<file path="config.mk">
export PLATFORM = sky130hd
export DESIGN_NAME = irqfe_regfront
export DESIGN_NICKNAME = d
export VERILOG_FILES = /design/src/rtl/irqfe_pkg.sv /design/src/rtl/irqfe_addr_dec.sv /design/src/rtl/irqfe_cfg_regs.sv /design/src/rtl/irqfe_cc_port.sv /design/src/rtl/irqfe_regfront.sv
export SDC_FILE = /design/constraint.sdc
export NUM_CORES = 1
export LEC_CHECK = 0
export BUFFER_PORTS_ARGS = -buffer_cell sky130_fd_sc_hd__buf_2
export CORE_AREA = 2 2 171 131
export DETAILED_ROUTE_END_ITERATION = 8
export DIE_AREA = 0 0 173 133
export PLACE_DENSITY = 0.76
export SKIP_CTS_REPAIR_TIMING = 1
export SLEW_MARGIN = 10
export SYNTH_ARGS = -nofsm -noshare
export SYNTH_HDL_FRONTEND = slang
export SYNTH_SLANG_ARGS = --single-unit
</file>
<file path="constraint.sdc">
create_clock -name clk_i -period 1.55 [get_ports clk_i]
set_input_delay 0.0775 -clock clk_i [delete_from_list [all_inputs] [get_ports clk_i]]
set_output_delay 0.0775 -clock clk_i [all_outputs]
set_load 0.01 [all_outputs]
</file>
<file path="src/rtl/irqfe_pkg.sv">
package irqfe_pkg;

   // Which register a decoded address selects
   typedef enum logic [2:0] {
      SEL_NONE,
      SEL_PEND,
      SEL_EDGE,
      SEL_PRIO,
      SEL_EN,
      SEL_THR,
      SEL_CC,
      SEL_SWI
   } reg_sel_e;

   // Fixed word indices at the bottom of the map
   localparam int unsigned WORD_PEND  = 0;
   localparam int unsigned WORD_EDGE  = 1;
   localparam int unsigned WORD_PRIO0 = 2;

   // Number of words occupied for a given source count
   function automatic int unsigned map_words(input int unsigned nsrc);
      return WORD_PRIO0 + nsrc + 5;
   endfunction

endpackage

</file>
<file path="src/rtl/irqfe_addr_dec.sv">
module irqfe_addr_dec
   import irqfe_pkg::*;
#(
   parameter int unsigned NUM_SRC = 31,
   parameter int unsigned ADDR_W  = 8,
   parameter int unsigned IDX_W   = 5
) (
   input  logic [ADDR_W-1:0] addr_i,
   output reg_sel_e          sel_o,
   output logic [IDX_W-1:0]  prio_idx_o
);

   localparam int unsigned PRIO_LAST = WORD_PRIO0 + NUM_SRC;
   localparam int unsigned EN_WORD   = PRIO_LAST + 1;
   localparam int unsigned THR_WORD  = PRIO_LAST + 2;
   localparam int unsigned CC_WORD   = PRIO_LAST + 3;
   localparam int unsigned SWI_WORD  = PRIO_LAST + 4;

   logic [31:0] word;
   logic        unused_lsb;

   assign word       = 32'(addr_i[ADDR_W-1:2]);
   assign unused_lsb = ^addr_i[1:0];

   always_comb begin
      sel_o      = SEL_NONE;
      prio_idx_o = '0;
      if (word == WORD_PEND) begin
         sel_o = SEL_PEND;
      end else if (word == WORD_EDGE) begin
         sel_o = SEL_EDGE;
      end else if (word >= WORD_PRIO0 && word <= PRIO_LAST) begin
         sel_o      = SEL_PRIO;
         prio_idx_o = IDX_W'(word - WORD_PRIO0);
      end else if (word == EN_WORD) begin
         sel_o = SEL_EN;
      end else if (word == THR_WORD) begin
         sel_o = SEL_THR;
      end else if (word == CC_WORD) begin
         sel_o = SEL_CC;
      end else if (word == SWI_WORD) begin
         sel_o = SEL_SWI;
      end
   end

endmodule

</file>
<file path="src/rtl/irqfe_cfg_regs.sv">
module irqfe_cfg_regs
   import irqfe_pkg::*;
#(
   parameter int unsigned NUM_SRC = 31,
   parameter int unsigned PRIO_W  = 2,
   parameter int unsigned IDX_W   = 5
) (
   input  logic                          clk_i,
   input  logic                          rst_ni,
   input  logic                          wr_i,
   input  reg_sel_e                      sel_i,
   input  logic [IDX_W-1:0]              prio_idx_i,
   input  logic [31:0]                   wdata_i,
   output logic [NUM_SRC:0]              edge_o,
   output logic [NUM_SRC:0]              en_o,
   output logic [(NUM_SRC+1)*PRIO_W-1:0] prio_o,
   output logic [PRIO_W-1:0]             thr_o,
   output logic                          swi_o
);

   logic edge_wr, en_wr, thr_wr, swi_wr, prio_wr;
   logic unused_wdata;

   assign edge_wr      = wr_i && (sel_i == SEL_EDGE);
   assign en_wr        = wr_i && (sel_i == SEL_EN);
   assign thr_wr       = wr_i && (sel_i == SEL_THR);
   assign swi_wr       = wr_i && (sel_i == SEL_SWI);
   assign prio_wr      = wr_i && (sel_i == SEL_PRIO);
   assign unused_wdata = ^wdata_i;

   // Source 0 is reserved: its edge, enable and priority slots are tied off
   assign edge_o[0]            = 1'b0;
   assign en_o[0]              = 1'b0;
   assign prio_o[PRIO_W-1:0]   = '0;

   for (genvar i = 1; i <= NUM_SRC; i++) begin : g_src
      always_ff @(posedge clk_i or negedge rst_ni) begin
         if (!rst_ni) begin
            edge_o[i] <= 1'b0;
            en_o[i]   <= 1'b0;
         end else begin
            if (edge_wr) edge_o[i] <= wdata_i[i];
            if (en_wr)   en_o[i]   <= wdata_i[i];
         end
      end

      always_ff @(posedge clk_i or negedge rst_ni) begin
         if (!rst_ni) begin
            prio_o[i*PRIO_W +: PRIO_W] <= '0;
         end else if (prio_wr && (prio_idx_i == IDX_W'(i))) begin
            prio_o[i*PRIO_W +: PRIO_W] <= wdata_i[PRIO_W-1:0];
         end
      end
   end

   always_ff @(posedge clk_i or negedge rst_ni) begin
      if (!rst_ni) begin
         thr_o <= '0;
         swi_o <= 1'b0;
      end else begin
         if (thr_wr) thr_o <= wdata_i[PRIO_W-1:0];
         if (swi_wr) swi_o <= wdata_i[0];
      end
   end

   // the software interrupt bit follows bit 0 of its write
   a_r8_swi_follows_write : assert property (@(posedge clk_i) disable iff (!rst_ni)
      swi_wr |=> (swi_o == $past(wdata_i[0])));

   // enables only move on an enable write
   a_r5_enable_hold : assert property (@(posedge clk_i) disable iff (!rst_ni)
      !en_wr |=> $stable(en_o));

   // threshold only moves on a threshold write
   a_r5_threshold_hold : assert property (@(posedge clk_i) disable iff (!rst_ni)
      !thr_wr |=> $stable(thr_o));

endmodule

</file>
<file path="src/rtl/irqfe_cc_port.sv">
module irqfe_cc_port #(
   parameter int unsigned NUM_SRC = 31,
   parameter int unsigned ID_W    = 5
) (
   input  logic              clk_i,
   input  logic              rst_ni,
   input  logic              cc_rd_i,
   input  logic              cc_wr_i,
   input  logic [ID_W-1:0]   sel_id_i,
   input  logic [31:0]       wdata_i,
   output logic [NUM_SRC:0]  claim_o,
   output logic [NUM_SRC:0]  complete_o
);

   logic [NUM_SRC:0] claim_d, complete_d;

   always_comb begin
      claim_d    = '0;
      complete_d = '0;
      for (int unsigned i = 1; i <= NUM_SRC; i++) begin
         claim_d[i]    = cc_rd_i && (sel_id_i == ID_W'(i));
         complete_d[i] = cc_wr_i && (wdata_i == 32'(i));
      end
   end

   always_ff @(posedge clk_i or negedge rst_ni) begin
      if (!rst_ni) begin
         claim_o    <= '0;
         complete_o <= '0;
      end else begin
         claim_o    <= claim_d;
         complete_o <= complete_d;
      end
   end

   // at most one source claimed at a time
   a_r6_claim_onehot : assert property (@(posedge clk_i) disable iff (!rst_ni)
      $onehot0(claim_o));

   // at most one source completed at a time
   a_r7_complete_onehot : assert property (@(posedge clk_i) disable iff (!rst_ni)
      $onehot0(complete_o));

   // a claim pulse is always caused by a claim read
   a_r6_claim_from_read : assert property (@(posedge clk_i) disable iff (!rst_ni)
      (claim_o != '0) |-> $past(cc_rd_i));

   // a complete pulse is always caused by a claim/complete write
   a_r7_complete_from_write : assert property (@(posedge clk_i) disable iff (!rst_ni)
      (complete_o != '0) |-> $past(cc_wr_i));

   // a read of a valid ID claims exactly that ID
   a_r6_claim_hits_id : assert property (@(posedge clk_i) disable iff (!rst_ni)
      (cc_rd_i && sel_id_i != '0 && 32'(sel_id_i) <= NUM_SRC)
         |=> (claim_o == ((NUM_SRC+1)'(1) << $past(sel_id_i))));

endmodule

</file>
<file path="src/rtl/irqfe_regfront.sv">
module irqfe_regfront
   import irqfe_pkg::*;
#(
   parameter int unsigned NUM_SRC = 31,
   parameter int unsigned PRIO_W  = 2,
   parameter int unsigned ADDR_W  = 8,
   localparam int unsigned ID_W   = $clog2(NUM_SRC + 1)
) (
   input  logic                          clk_i,
   input  logic                          rst_ni,
   input  logic                          req_valid_i,
   input  logic                          req_write_i,
   input  logic [ADDR_W-1:0]             req_addr_i,
   input  logic [31:0]                   req_wdata_i,
   output logic [31:0]                   rsp_rdata_o,
   input  logic [NUM_SRC:0]              pend_i,
   input  logic [ID_W-1:0]               sel_id_i,
   output logic [NUM_SRC:0]              edge_sel_o,
   output logic [NUM_SRC:0]              enable_o,
   output logic [(NUM_SRC+1)*PRIO_W-1:0] prio_o,
   output logic [PRIO_W-1:0]             threshold_o,
   output logic [NUM_SRC:0]              claim_o,
   output logic [NUM_SRC:0]              complete_o,
   output logic                          swi_o
);

   localparam int unsigned MAP_BYTES = 4 * map_words(NUM_SRC);

   // Elaboration-time parameter checks
   if (NUM_SRC < 1 || NUM_SRC > 31) begin : g_bad_nsrc
      $error("NUM_SRC must lie in 1..31");
   end
   if (PRIO_W < 1 || PRIO_W > 8) begin : g_bad_prio
      $error("PRIO_W must lie in 1..8");
   end
   if (ADDR_W < 3 || ADDR_W > 16 || MAP_BYTES > (1 << ADDR_W)) begin : g_bad_addr
      $error("ADDR_W too small for the register map");
   end

   reg_sel_e        sel;
   logic [ID_W-1:0] prio_idx;
   logic            rd, wr;
   logic [31:0]     rdata_d;
   logic            unused_pend0;

   assign rd           = req_valid_i && !req_write_i;
   assign wr           = req_valid_i && req_write_i;
   assign unused_pend0 = pend_i[0];

   irqfe_addr_dec #(
      .NUM_SRC (NUM_SRC),
      .ADDR_W  (ADDR_W),
      .IDX_W   (ID_W)
   ) u_dec (
      .addr_i     (req_addr_i),
      .sel_o      (sel),
      .prio_idx_o (prio_idx)
   );

   irqfe_cfg_regs #(
      .NUM_SRC (NUM_SRC),
      .PRIO_W  (PRIO_W),
      .IDX_W   (ID_W)
   ) u_cfg (
      .clk_i      (clk_i),
      .rst_ni     (rst_ni),
      .wr_i       (wr),
      .sel_i      (sel),
      .prio_idx_i (prio_idx),
      .wdata_i    (req_wdata_i),
      .edge_o     (edge_sel_o),
      .en_o       (enable_o),
      .prio_o     (prio_o),
      .thr_o      (threshold_o),
      .swi_o      (swi_o)
   );

   irqfe_cc_port #(
      .NUM_SRC (NUM_SRC),
      .ID_W    (ID_W)
   ) u_cc (
      .clk_i      (clk_i),
      .rst_ni     (rst_ni),
      .cc_rd_i    (rd && (sel == SEL_CC)),
      .cc_wr_i    (wr && (sel == SEL_CC)),
      .sel_id_i   (sel_id_i),
      .wdata_i    (req_wdata_i),
      .claim_o    (claim_o),
      .complete_o (complete_o)
   );

   always_comb begin
      unique case (sel)
         SEL_PEND: rdata_d = 32'({pend_i[NUM_SRC:1], 1'b0});
         SEL_EDGE: rdata_d = 32'(edge_sel_o);
         SEL_PRIO: rdata_d = 32'(prio_o[prio_idx*PRIO_W +: PRIO_W]);
         SEL_EN:   rdata_d = 32'(enable_o);
         SEL_THR:  rdata_d = 32'(threshold_o);
         SEL_CC:   rdata_d = 32'(sel_id_i);
         SEL_SWI:  rdata_d = 32'(swi_o);
         default:  rdata_d = '0;
      endcase
   end

   always_ff @(posedge clk_i or negedge rst_ni) begin
      if (!rst_ni) rsp_rdata_o <= '0;
      else if (rd) rsp_rdata_o <= rdata_d;
   end

   // unmapped reads return zero
   a_r9_unmapped_reads_zero : assert property (@(posedge clk_i) disable iff (!rst_ni)
      (rd && sel == SEL_NONE) |=> (rsp_rdata_o == '0));

   // a claim read returns the selector's ID
   a_r6_claim_returns_id : assert property (@(posedge clk_i) disable iff (!rst_ni)
      (rd && sel == SEL_CC) |=> (rsp_rdata_o == 32'($past(sel_id_i))));

endmodule

</file>
-- Yosys cells after proc, flatten, opt, wreduce, memory -nomap -nowiden
Cells that the tools add are included.
- logic and storage cells: 323
- output and inout port bits: 227
- register bits after elaboration: 221
- multiplexer cells: 11
- $lt $le $gt $ge: 2
- equality and inequality tests: 105
- reduce and logical (&&, ||, !) cells: 105
- add/sub/neg operators: 1
- shift operators: 1
- operators by type and width (kind ; number):
    32-bit by 5-bit equality test with 1-bit output (second input constant) ; 16
    32-bit by 4-bit equality test with 1-bit output (second input constant) ; 8
    32-bit case mux with 7 select lines ; 1
    5-bit equality test (second input constant) ; 32
    32-bit by 3-bit equality test with 1-bit output (second input constant) ; 4
    1-bit logical AND ; 103
    5-bit by 4-bit equality test with 1-bit output (second input constant) ; 16
    32-bit by 2-bit equality test with 1-bit output (second input constant) ; 2
    64-bit by 7-bit indexed part select with 2-bit output ; 1
    5-bit by 3-bit equality test with 1-bit output (second input constant) ; 8
    32-bit by 1-bit equality test with 1-bit output (second input constant) ; 1
    32-bit logical NOT ; 1
    6-bit equality test (second input constant) ; 4
    3-bit 2-to-1 mux ; 7
    5-bit by 2-bit equality test with 1-bit output (second input constant) ; 4
    5-bit 2-to-1 mux ; 3
    3-bit equality test (second input constant) ; 4
    5-bit by 1-bit equality test with 1-bit output (second input constant) ; 2
    3-bit by 2-bit equality test with 1-bit output (second input constant) ; 2
    6-bit by 1-bit equality test with 1-bit output (second input constant) ; 1
    6-bit by 2-bit greater-or-equal comparator with 1-bit output (second input constant) ; 1
    6-bit less-or-equal comparator (second input constant) ; 1
    5-bit by 2-bit subtractor with 5-bit output (second input constant) ; 1
    3-bit by 1-bit equality test with 1-bit output (second input constant) ; 1
    1-bit logical NOT ; 1

-- Longest topological paths before layout
- depth after elaboration: 11
- gate-level depth with buffers: 10

-- Cells and area by module
Synthesis repeated with hierarchy kept, for this count alone.
- cells, all modules: 809
- area total of the unflattened synthesis: 9995.8 um2
- by module, submodules not included (module ; times used ; cells an instance ; area each (um2)):
    irqfe_cfg_regs ; 1 ; 338 ; 5106.1
    irqfe_regfront ; 1 ; 261 ; 2432.3
    irqfe_cc_port ; 1 ; 177 ; 2225.9
    irqfe_addr_dec ; 1 ; 33 ; 231.5

-- Least setup slack after synthesis
Ideal clock, no wire load.
- kind: input-to-reg
- start point: input req_addr_i[4]
- end point: register u_cfg.prio_o[52]
- data required time: 1.425 ns
- path buffers: 1
- stages: 8
- arrival time: 1.905 ns
- setup slack: -0.480 ns
- path through: buf_2 -> inv_1 -> ha_1 -> xor2_1 -> and3_2 -> nand2_2 -> nor2_1 -> mux2_2
- cells in the longest elaborated chain, start to end: 11
- elaborated cells on any way between the ends: 24
- RTL lines (what ; RTL line ; source):
    from (decl) ; irqfe_regfront.sv:13 ; input logic [ADDR_W-1:0] req_addr_i,
    6-bit equality test ; irqfe_addr_dec.sv:41 ; end else if (word == SWI_WORD) begin
    3-bit 2-to-1 mux ; irqfe_addr_dec.sv:41 ;
    3-bit 2-to-1 mux ; irqfe_addr_dec.sv:39 ; end else if (word == CC_WORD) begin
    3-bit 2-to-1 mux ; irqfe_addr_dec.sv:37 ; end else if (word == THR_WORD) begin
    3-bit 2-to-1 mux ; irqfe_addr_dec.sv:35 ; end else if (word == EN_WORD) begin
    3-bit 2-to-1 mux ; irqfe_addr_dec.sv:32 ; end else if (word >= WORD_PRIO0 && word <= PRIO_LAST) begin
    3-bit 2-to-1 mux ; irqfe_addr_dec.sv:30 ; end else if (word == WORD_EDGE) begin
    3-bit 2-to-1 mux ; irqfe_addr_dec.sv:28 ; if (word == WORD_PEND) begin
    3-bit by 2-bit equality test with 1-bit output ; irqfe_cfg_regs.sv:28 ; assign prio_wr = wr_i && (sel_i == SEL_PRIO);
    1-bit logical AND ; irqfe_cfg_regs.sv:28 ;
    1-bit logical AND * ; irqfe_cfg_regs.sv:50 ; end else if (prio_wr && (prio_idx_i == IDX_W'(i))) begin
    to (signal, indexed assignment) ; irqfe_cfg_regs.sv:51 ; prio_o[i*PRIO_W +: PRIO_W] <= wdata_i[PRIO_W-1:0];
    to (decl) ; irqfe_cfg_regs.sv:16 ; output logic [(NUM_SRC+1)*PRIO_W-1:0] prio_o,
Every way passes the cells marked *; elsewhere a longest branch is shown, timed or not.
A chain may end at the register's enable or synchronous reset.

-- Worst setup path after layout
- start point: register u_cfg.prio_o[45]
- end point: register rsp_rdata_o[1]
- cells in the longest elaborated chain, start to end: 2
- RTL lines (what ; RTL line ; source):
    64-bit by 7-bit indexed part select with 2-bit output ; irqfe_regfront.sv:96 ; SEL_PRIO: rdata_d = 32'(prio_o[prio_idx*PRIO_W +: PRIO_W]);
    32-bit case mux with 7 select lines ; irqfe_regfront.sv:93 ; unique case (sel)
    to (signal assigned) ; irqfe_regfront.sv:107 ; else if (rd) rsp_rdata_o <= rdata_d;
    to (decl) ; irqfe_regfront.sv:15 ; output logic [31:0] rsp_rdata_o,
Every way passes these cells.

==> qor.log <==
INFO  status         run_status=finished with violations
INFO  status         violated_checks=negative hold slack, negative setup slack
INFO  routing        met2WireLength=13800µm
INFO  routing        wl=30500µm
INFO  routing        dr.max_layer_used=met4
INFO  synth          ys_seq_area_frac=0.569
INFO  grt            antenna_found_initial=1
INFO  synth          synth-simple-area-share=0.114
INFO  routing        routed_wire_length_per_instance=19.8µm
INFO  critical_path  slowest_stage=dfrtp_1
INFO  critical_path  worstPathBufferInverterCount=0
INFO  pwr            cellLeakagePower=7.06nW
INFO  place          hpwl=22200µm
INFO  cells_and_area nets=1309
INFO  synth          async_reset_ff_frac=1.00
INFO  die            io_pins=308
INFO  critical_path  crit_family=compound AO/OA/AOI/OAI gates
INFO  synth          synthFlopType=dfrtp_1
INFO  die            die_x=173µm
INFO  synth          syn-cell-area=9710µm²
INFO  synth          synth_compound_gate_area_share=0.110
INFO  synth          synth_top_family_by_area=multiplexers
INFO  synth          synthesis.area_per_instance=11.8µm²
INFO  synth          synth_fa_ha_area_frac=0.00129
INFO  clock_network  clkLatencyLatePin=0.50ns
INFO  grt            globalRoute.totalOverflow=0
INFO  die            initial_utilization=0.451
INFO  synth          synth_enable_flop_cells=0
INFO  pwr            power_report.internal_total=10.1mW
INFO  pwr            netSwitchingPower=3.50mW
INFO  grt            groute.usage.overall=0.258
INFO  routing        drt-met1-wl=13400µm
INFO  critical_path  critical_path.max_stage_delay=0.38ns
INFO  routing        dr_total_vias=8341
INFO  critical_path  worstSetupPathType=reg -> reg
INFO  pwr            power.share.combinational=0.143
INFO  place          detailed_place.area=12500µm²
INFO  routing        drtAntennaViolNets=0
INFO  grt            global_route_wire_length_before_repair=46800µm
INFO  timing         setup_viol=1
INFO  synth          synth_most_common_cell=dfrtp_1
INFO  pwr            p_sw_frac=0.257
INFO  clock_network  cts_tree=yes
INFO  cells_and_area n_fill_cell=1709
INFO  pwr            total_power_divided_by_cell_area=1000nW/µm²
INFO  synth          synth_xor_xnor_area_share=0.00271
INFO  timing         fin_crit=1.59ns
INFO  timing         final_hold_slack=-0.0129ns
INFO  timing         rsz_0062_raised_after_global_routing=true
INFO  die            die-area=23000µm²
INFO  pwr            clock_power_share=0.395
INFO  critical_path  cp_arrival=1.97ns
INFO  place          gpl.final_weighted_congestion=0.908
INFO  clock_network  cts_htree_levels=1
INFO  synth          ys_seq_elements=221
INFO  critical_path  worst-path-max-fanout=2
INFO  timing         fin_ws=-0.0433ns
INFO  grt            number_of_global_route_vias_before_repair=8156
INFO  die            rows=47
INFO  critical_path  nature_of_the_critical_path_startpoint=register
INFO  synth          synth.area.mux_share=0.167
INFO  critical_path  worst_setup_path_end_kind=register
INFO  cells_and_area share_of_post_route_cells_with_drive_strength_above_1=0.511
INFO  routing        drt_pre_antenna_iters=5
INFO  critical_path  critical_path.cell_chain=mux2_4 -> o221a_2 -> o32a_1 -> a22oi_2 -> o221ai_2
INFO  clock_network  clk_root_buffer_cell=clkbuf_16
INFO  clock_network  cts.sinks=221
INFO  grt            grt_max_degree=55
INFO  pwr            ir_worst_vdd=0.900mV
INFO  routing        met3_length=2260µm
INFO  synth          netlist_instances=820
INFO  place          post_place_worst_slack=-0.519ns
INFO  cells_and_area multiInputGateArea=4150µm²
INFO  clock_network  cts-root-to-sink-buffers=3
INFO  routing        detail_route.iter0.violations=613
INFO  timing         final_cycle_share=1.03
INFO  synth          yosysWarningCount=0
INFO  cells_and_area flow.area_growth_from_synthesis=40.3%
INFO  die            die_height=133µm
INFO  timing         achievable_frequency=0.628GHz
INFO  cells_and_area post-route-cell-area=13600µm²
INFO  routing        avgViaCountPerCell=5.43
INFO  routing        drt_drc_violations_left=0
INFO  clock_network  numCtsBuffers=22
INFO  critical_path  worst_ep_required_time=1.93ns
INFO  die            core_region_area=21500µm²
INFO  timing         finalHoldViolations=8
INFO  pwr            power_frac_seq=0.463
INFO  place          numPortBuffers=298
INFO  clock_network  clkTransAtPathRegs=0.07ns
INFO  run            timing.max_cap.violations=0
INFO  hold_path      holdCritPathClass=in -> reg
INFO  synth          yosys-top-cells-area=dfrtp_1 57%, mux2_2 15%, nor2_1 3.8%
INFO  synth          synth_top_area_frac=0.569
INFO  timing         slew_viol_final=0
INFO  synth          netlist.top_cell.by_area=dfrtp_1
INFO  synth          cell_variety_after_synth=61
INFO  cells_and_area area.sequential=5530µm²
INFO  timing         worst_clock_skew=0.00737ns
INFO  synth          netlist_top_cells_count=221 x dfrtp_1, 133 x mux2_2, 99 x nor2_1
==> worst paths after layout <==
| path | depth (start not counted) | endpoint | start | slack, ns |
|---|---|---|---|---|
| worst max-delay path | 5 | rsp_rdata_o[1]$_DFFE_PN0P_ | u_cfg.prio_o[45]$_DFFE_PN0P_ | -0.04 |
| worst min-delay path | 4 | u_cc.claim_o[4]$_DFF_PN0_ | sel_id_i[0] | -0.01 |
| worst max register to register | 5 | rsp_rdata_o[1]$_DFFE_PN0P_ | u_cfg.prio_o[45]$_DFFE_PN0P_ | -0.04 |
| worst min register to register | 1 | rsp_rdata_o[5]$_DFFE_PN0P_ | rsp_rdata_o[5]$_DFFE_PN0P_ | 0.50 |
| max in group asynchronous | 3 | u_cfg.prio_o[26]$_DFFE_PN0P_ | rst_ni | 0.88 |
| min in group asynchronous | 2 | u_cc.claim_o[1]$_DFF_PN0_ | rst_ni | 0.11 |
==> final cells by class <==
type,instances,area share
multi-input cells,534,0.305
clock buffers,28,0.0458
clock inverters,11,0.00790
well taps,294,0.0270
diodes,1,0.000184
repair buffers,444,0.207
inverters,4,0.00110
flip-flops and latches,221,0.406
==> power by group through the flow <==
stage	sequential, mW	combinational [mW]	clock, mW
2_1_floorplan	6.48	0.747	0
4_1_cts	6.30	1.85	5.46
3_5_place_dp	6.40	1.84	0
5_1_grt	6.34	2.09	5.72
6_report	6.31	1.95	5.38
3_3_place_gp	6.39	1.80	0
==> worst register-to-register path, cell delays in order (launching register included) <==
cell and delay [ns]:
dfrtp_1 0.38, mux2_4 0.29, o221a_2 0.24, o32a_1 0.29, a22oi_2 0.17, o221ai_2 0.10
==> metrics by stage <==
| stage | power [mW] | setup TNS (ns) | cells | util |
|---|---|---|---|---|
| after CTS | 13.6 | -0.0765 | 1499 | 0.613 |
| after global routing | 14.1 | -0.126 | 1537 | 0.633 |
| after global placement | 8.19 | -56.38 | 1460 | 0.579 |
| after floorplan | 7.22 | -11.94 | 825 | - |
| after detailed placement | 8.24 | -59.90 | 1460 | 0.579 |
| final | 13.6 | -0.0433 | 1537 | 0.633 |
==> state kept, by name, summed over array words and instances (netlist names) <==
signal	flops
rsp_rdata_o	32
u_cc.claim_o	31
u_cc.complete_o	31
u_cfg.edge_o	31
u_cfg.en_o	31
u_cfg.prio_o	62
u_cfg.swi_o	1
u_cfg.thr_o	2
==> layout by cell type (no fill, tap or decap), drive strengths merged, types with 4 or more instances in the layout <==
master / synthesis / final
a21oi: 9 / 9
a22o: 30 / 30
a22oi: 34 / 34
and2: 4 / 4
buf: 31 / 410
clkbuf: 35 / 29
clkinv: 0 / 8
conb: 1 / 6
dfrtp: 221 / 221
dlygate4sd3: 0 / 33
inv: 4 / 4
mux2: 136 / 136
mux2i: 9 / 9
nand2: 38 / 38
nand2b: 10 / 10
nand3: 42 / 42
nor2: 100 / 100
nor2b: 8 / 8
nor3: 9 / 9
nor4: 10 / 10
o21ai: 41 / 41
o221ai: 8 / 8
==> cells by family (layout without fill, tap and decap cells) <==
group / count (synthesis) / count (layout)
AOI/OAI and AO/OA: 145 / 145
xor gates and xnor gates: 3 / 3
adders and majority gates: 1 / 1
buffers and inverters: 70 / 487
DFF: 221 / 221
muxes: 145 / 145
other: 1 / 7
and+or+nand+nor: 234 / 234
==> per-layer routing <==
layer,vias up,GRT usage
met5,-,0
met4,0,0.0749
met3,65,0.0500
met2,399,0.398
met1,4125,0.374
li1,3752,-
(Power assumes the default switching activity.)
